### src/rtl/ts_ctrl.sv
module ts_ctrl #(
  parameter int N_E1 = 32,
  parameter int N_T1 = 24,
  parameter int DW   = 8,
  localparam int AW  = $clog2(N_E1)
) (
  input  logic          clk,
  input  logic          rst_n,
  input  logic          mode_e1,
  input  logic          reg_we,
  input  logic [AW:0]   reg_addr,
  input  logic [DW-1:0] reg_wdata,
  output logic [DW-1:0] reg_rdata,
  input  logic          ts_start,
  input  logic [AW-1:0] ts_num,
  input  logic          rob_frame,
  input  logic          sig_in,
  input  logic [DW-1:0] bp_tx_in,
  input  logic [DW-1:0] line_rx_in,
  output logic [DW-1:0] line_tx_out,
  output logic [DW-1:0] bp_rx_out
);
  localparam int B_CC = 0, B_SRC = 1, B_LTX = 4, B_LRX = 5;

  logic [DW-1:0] ctrl_q [N_E1];
  logic [N_E1-1:0] sig_q;
  logic [DW-1:0] act_q;
  logic act_sig, act_rob, act_vld;

  logic [AW:0] n_ch;
  logic wr_ok, ts_ok;
  logic [AW-1:0] ra;
  assign ra    = reg_addr[AW-1:0];
  assign n_ch  = mode_e1 ? (AW+1)'(N_E1) : (AW+1)'(N_T1);
  assign wr_ok = {1'b0, ra} < n_ch;
  assign ts_ok = {1'b0, ts_num} < n_ch;

  always_ff @(posedge clk or negedge rst_n) begin
    if (!rst_n) begin
      for (int i = 0; i < N_E1; i++) ctrl_q[i] <= '0;
      sig_q <= '0;
    end else begin
      if (reg_we && wr_ok) begin
        if (reg_addr[AW]) sig_q[ra] <= reg_wdata[0];
        else              ctrl_q[ra] <= reg_wdata;
      end
      if (ts_start && ts_ok && !ctrl_q[ts_num][B_SRC])
        sig_q[ts_num] <= sig_in;
    end
  end

  always_ff @(posedge clk or negedge rst_n) begin
    if (!rst_n) begin
      act_q   <= '0;
      act_sig <= 1'b0;
      act_rob <= 1'b0;
      act_vld <= 1'b0;
    end else if (ts_start) begin
      act_q   <= ts_ok ? ctrl_q[ts_num] : '0;
      act_sig <= ctrl_q[ts_num][B_SRC] ? sig_q[ts_num] : sig_in;
      act_rob <= rob_frame;
      act_vld <= ts_ok;
    end
  end

  logic rob_en;
  logic [DW-1:0] tx_pay;
  assign rob_en = !mode_e1 && act_vld && act_rob && !act_q[B_CC];
  assign tx_pay = rob_en ? {bp_tx_in[DW-1:1], act_sig} : bp_tx_in;

  assign line_tx_out = act_q[B_LRX] ? line_rx_in : tx_pay;
  assign bp_rx_out   = act_q[B_LTX] ? bp_tx_in   : line_rx_in;

  assign reg_rdata = !wr_ok        ? '0 :
                     reg_addr[AW]  ? {{(DW-1){1'b0}}, sig_q[ra]} : ctrl_q[ra];
endmodule


### config.mk
export PLATFORM = sky130hd
export DESIGN_NAME = ts_ctrl
export DESIGN_NICKNAME = d
export VERILOG_FILES = /design/src/rtl/ts_ctrl.sv
export SDC_FILE = /design/constraint.sdc
export NUM_CORES = 1
export LEC_CHECK = 0
export BUFFER_PORTS_ARGS = -buffer_cell sky130_fd_sc_hd__buf_2
export CAP_MARGIN = 20
export CORE_ASPECT_RATIO = 1.75
export CORE_MARGIN = 1.5
export CORE_UTILIZATION = 55
export CTS_CLUSTER_DIAMETER = 120
export DETAILED_ROUTE_END_ITERATION = 12
export PLACE_DENSITY_LB_ADDON = 0.25
export SYNTH_ARGS = -nofsm -noshare
export SYNTH_HDL_FRONTEND = slang
export SYNTH_SLANG_ARGS = --single-unit
### constraint.sdc
create_clock -name clk -period 1.7 [get_ports clk]
set_input_delay 0.085 -clock clk [delete_from_list [all_inputs] [get_ports clk]]
set_output_delay 0.085 -clock clk [all_outputs]
set_load 0.02 [all_outputs]
Word level (Yosys, flattened, before mapping)

Cells that the tools add are included.

Logic and storage cells: 92
Output and inout port bits: 24
Input bits: 42
Bits in registers: 297

$lt $le $gt $ge: 9
Reduce and logical (&&, ||, !) cells: 13
Muxes and demuxes: 30
Bitwise logic cells: 3

Operators with widths:

| cell                 | count |
|---|---|
| $bwmux W256          | 1 |
| $mux W32             | 3 |
| $bmux W8 S5          | 2 |
| $bwmux W32           | 2 |
| $mux W8              | 7 |
| $demux W8 S5         | 1 |
| $mux W6              | 4 |
| $ge A6 B6 Y1 const B | 2 |
| $lt A5 B6 Y1         | 2 |
| $lt A5 B6 Y1 const B | 2 |
| $not A5 Y6           | 2 |
| $bmux W1 S5          | 2 |
| $demux W1 S5         | 2 |
| $ge A5 B1 Y1 const B | 2 |
| $logic_and A1 B1 Y1  | 9 |
| $lt A6 B1 Y1 const B | 1 |
| $mux W1              | 6 |
| $logic_not A1 Y1     | 3 |
| $reduce_and A2 Y1    | 1 |
| $not A1 Y1           | 1 |

Logic depth before layout (Yosys ltp)

Depth after elaboration: 9
Depth in mapped cells: 8
Gate-level depth less buffers: 5

Worst setup path after synthesis

Ideal clock, no wire load.

Kind: input-to-output
Start: input port reg_addr[0]
End: output port reg_rdata[0]
Stages: 7
Path slack: -222 ps
Path buffers: 3
Arrival time: 1837 ps
Required time: 1615 ps
Path through: clkbuf_1 > buf_2 > buf_2 > mux4_2 > a22oi_1 > nand4_1 > o211a_1

Cells in the longest elaborated chain, start to end: 6
Elaborated cells on any way between the ends: 9
Those cells by class: order compare: 1; mux: 7; bitwise: 1

Ends and longest elaborated chain:

| item                                        | line | source |
|---|---|---|
| from (decl)                                 | 11   | `input logic [AW:0] reg_addr,` |
| $not A5 Y6 (implied by the code)            | 75   | `reg_addr[AW] ? {{(DW-1){1'b0}}, sig_q[ra]} : ctrl_q[ra];` |
| $bmux W8 S5                                 | 75   |  |
| $mux W8 (implied by the code) (2 in series) | 75   |  |
| $mux W8                                     | 75   |  |
| $mux W8 *                                   | 74   | `assign reg_rdata = !wr_ok ? '0 :` |
| to (decl)                                   | 13   | `output logic [DW-1:0] reg_rdata,` |

Mark *: on every way between the ends. The rest lies on a longest branch, timed or not. The select of a mux whose other input is x is not followed.

Final worst setup path

Start: register sig_q[15]
End: output port reg_rdata[0]

Cells in the longest elaborated chain, start to end: 4

Ends and longest elaborated chain:

| item                              | line | source |
|---|---|---|
| from (decl)                       | 26   | `logic [N_E1-1:0] sig_q;` |
| from (signal, indexed assignment) | 44   | `if (reg_addr[AW]) sig_q[ra] <= reg_wdata[0];` |
| from (signal, indexed assignment) | 48   | `sig_q[ts_num] <= sig_in;` |
| $bmux W1 S5                       | 75   |  |
| $mux W1 (implied by the code)     | 75   |  |
| $mux W8                           | 75   |  |
| $mux W8                           | 74   |  |

Every way passes these cells. The select of a mux whose other input is x is not followed.

==> impl_results.md <==
- Number of fill cells: 1889
- CP Data Arrival Time: around 2400 ps
- Sw Share: 0.275
- Critical Path End Type: output pin
- Antenna diode count: 0
- WS Path Type: register to output pin
- Actual slew at the worst max-slew pin: ~770 ps
- Vias in the first global route: between 10000 and 15000
- FMAX: 410 MHz
- CTS buffer count: 27
- Skew-Pair Late Insertion Delay: roughly 570 ps
- Max-cap viol count: 0
- Run status: complete, but fails checks
- Port bufs: 65
- Post-synth cell types: 57
- Clock share of power: 0.327
- Crit-path leading delay family: compound AO/OA/AOI/OAI gates
- Setup violations, final: 37
- Rel. slew slack: 0.489
- Combinational group share of total power: 0.229
- DR vias: 11201
- Critical path buffers and inverters: 1
- GR Overflow Total: 0
- Die footprint: 29600 sq um
- Clk root buf: clkbuf_16
- Min Tclk post-route: 2440 ps
- Psw: about 5.3 mW
- Crit path max fanout: 2
- Fin crit share: 1.43
- Largest net degree at the start of global routing: 75
- DRC viols: 0
- Initial Utilization: 0.560
- Placed cell count: roughly 1700
- Post-Synthesis Cells: roughly 1100
- Ys flop type: dfrtp_1
- Hpwl dp: 32900 microns
- Placed Area: roughly 18000 sq um
- 1st-iter DRT viols: around 630
- Drt total wl: ~47000 microns
- Non-Filler Instances: about 1800
- Die width: 131 microns
- Row cnt: 81
- WP data required: 1620 ps
- Area Growth Syn to Fin: 27.5%
- Post-synthesis async set-or-reset flop share: 1.00
- Die span in y: roughly 230 microns
- Layout Nets: approximately 1400
- Sequential power share: 0.445
- CTS sink cnt: approximately 290
- CP cell instances: mux4_2 > a22o_4 > a221oi_2 > nand4_1 > o211a_1 > buf_6
- CTS tree: yes
- Final core occ: 0.715
- CTS Buffer Depth: 3
- Cell area after synthesis: about 16000 sq um
- Cell-internal power: ~14 mW
- Cell Pwr Density: 967 nW/um^2
- First-pass GRT wire length: slightly above 70000 microns
- Clock-pin transition on the worst setup and hold timing paths: 70 ps
- Final Power: approximately 19 mW
- Post-Syn Area per Cell: around 14 sq um
- Cell area after layout: around 20000 sq um
- Number of flops mapped to enable cells by yosys: 0
- Final setup margin: -737 ps
- Total GRT Usage: 0.329
- Initial antenna violation count: 0
- Worst setup SP type: register
- DR pass1 iterations: 8
- Post-route ant nets: 0
- Worst-case clock skew: between 20 and 25 ps
- Syn_nets: 1145
- H-tree levels: 1
- Via density: about 6.3
- LEAKAGE: 9.09 nW
- Core outline area: 28000 sq um
- Final Hold Fails: 0
- Failing checks: setup timing
- Slowest-stage cell, CP: mux4_2
- Placer Congestion: around 0.94
- Yosys reg bits: between 200 and 300
- Max-slew violations: 0
- Fin Setup TNS: -12660 ps
- Multi-input logic area: roughly 8400 sq um
- Proportion of layout cells with a drive suffix above 1: 0.601
- Drt wl/cell: about 26 microns
- Pre-CTS WS: -384 ps
- Reg area: 7360 sq um
- Ys Warns: 0
- RSZ-0062 raised after global routing: true
- Crit-path max cell delay: ~490 ps
- Worst min path class: input pin to async pin
- Peak supply drop: between 0.8 and 0.9 mV
- Sequential fraction of the synthesis area: 0.469
- Worst hold margin: between 15 and 20 ps
- Top-Level Pins: 66
==> worst register-to-register path: cells and delay by family, from the launching register on <==
| kind | cells | cell delay, ps |
|---|---|---|
| buf+inv | 2 | 340 |
| compound gates | 1 | 270 |
| simple gates | 2 | 320 |
| mux | 2 | 740 |
| flops | 1 | 400 |
==> placed cells by master (no fill, tap or decap), types with 5 or more instances in the layout <==
master and count:
a221oi_2 9, mux4_2 107, a22o_4 5, mux2_2 268, buf_6 23, nand3b_1 6, nor2b_1 5, a31oi_2 7
mux2_4 6, buf_12 25, mux2i_1 74, nand4_1 6, nand2b_1 5, nor3_4 8, nand3_1 5, clkbuf_16 27
nor4_4 5, nor2_2 9, nor2_1 52, buf_4 237, dlygate4sd3_1 5, dfrtp_1 292, nor2_4 8, buf_2 48
nand2_1 34, a22oi_1 21, mux2_1 5
==> routing by layer <==
| layer | GRT usage | share of wire | vias to the layer above | routed length [microns] |
|---|---|---|---|---|
| met5 | 0 | 0 | - | 0 |
| met4 | 0.243 | 0.089 | 0 | 4160 |
| met3 | 0.0451 | 0.047 | 185 | 2210 |
| met1 | 0.371 | 0.35 | 5800 | 16300 |
| met2 | 0.563 | 0.52 | 428 | 24200 |
| li1 | - | - | 4788 | - |
==> cells in the mapped netlist, drive strengths merged, types with 3 or more instances <==
master,instances,area [sq um]
nor2b,5,31.3
dfrtp,294,7360
nor3,12,65.1
nand3,9,50.1
buf,34,219
mux2i,74,741
and3,3,18.8
nand2,38,143
clkbuf,55,206
o22ai,3,18.8
a31oi,7,43.8
nand2b,5,31.3
mux2,279,3140
a221oi,11,103
a22oi,25,188
or3,3,18.8
nand4,6,37.5
mux4,111,2530
inv,4,15.0
nor2,69,282
a221o,3,30.0
a22o,8,70.1
nand3b,6,45.0
or2,3,18.8
and2,4,25.0
nor4,7,43.8
==> power by group through the flow <==
stage	clock network, mW	logic, mW	registers, mW
final	6.31	4.42	8.60
after global routing	6.65	4.69	8.69
after CTS	6.39	4.27	8.58
after detailed placement	0	4.00	8.73
after global placement	0	3.90	8.66
after floorplan	0	2.44	8.48
==> path summary, 6_finish.rpt <==
kind | start | to | slack (ps) | cells past startpoint
max | sig_q[15]$_DFF_PN0_ | reg_rdata[0] | -740 | 6
min | rst_n | sig_q[24]$_DFF_PN0_ | 20 | 2
max reg2reg | ctrl_q[193]$_DFFE_PN0P_ | sig_q[6]$_DFF_PN0_ | -450 | 7
min reg2reg | ctrl_q[170]$_DFFE_PN0P_ | ctrl_q[170]$_DFFE_PN0P_ | 500 | 1
max in group asynchronous | rst_n | ctrl_q[207]$_DFFE_PN0P_ | 950 | 4
min in group clk | ts_num[0] | sig_q[27]$_DFF_PN0_ | 50 | 4
==> cell type report <==
class	instances	area share
Clock buffer	35	0.0373
Clock inverter	13	0.00789
Inverter	4	0.000751
Multi-Input combinational cell	716	0.420
Sequential cell	294	0.368
Tap cell	373	0.0233
Timing Repair Buffer	340	0.143
==> timing repair <==
item,CTS,global route
endpoints found under the setup margin,53,57
gates cloned,0,1
endpoints found under the hold margin,264,0
setup buffers,15,11
hold buffers,5,0
pin swaps,22,15
resized for setup,66,45
==> cells by family (layout without fill, tap and decap cells) <==
kind of cell	Yosys count	after routing	synth area share
mux	464	464	0.409
flops	294	294	0.469
simple gates	181	181	0.0576
buf+inv	93	392	0.0281
compound gates	71	71	0.0356
==> sequential cells by signal (all words and copies together), names as in the netlist <==
| name | count |
|---|---|
| act_q | 3 |
| act_rob | 1 |
| act_sig | 1 |
| act_vld | 1 |
| ctrl_q | 256 |
| sig_q | 32 |
(Power assumes the default switching activity.)
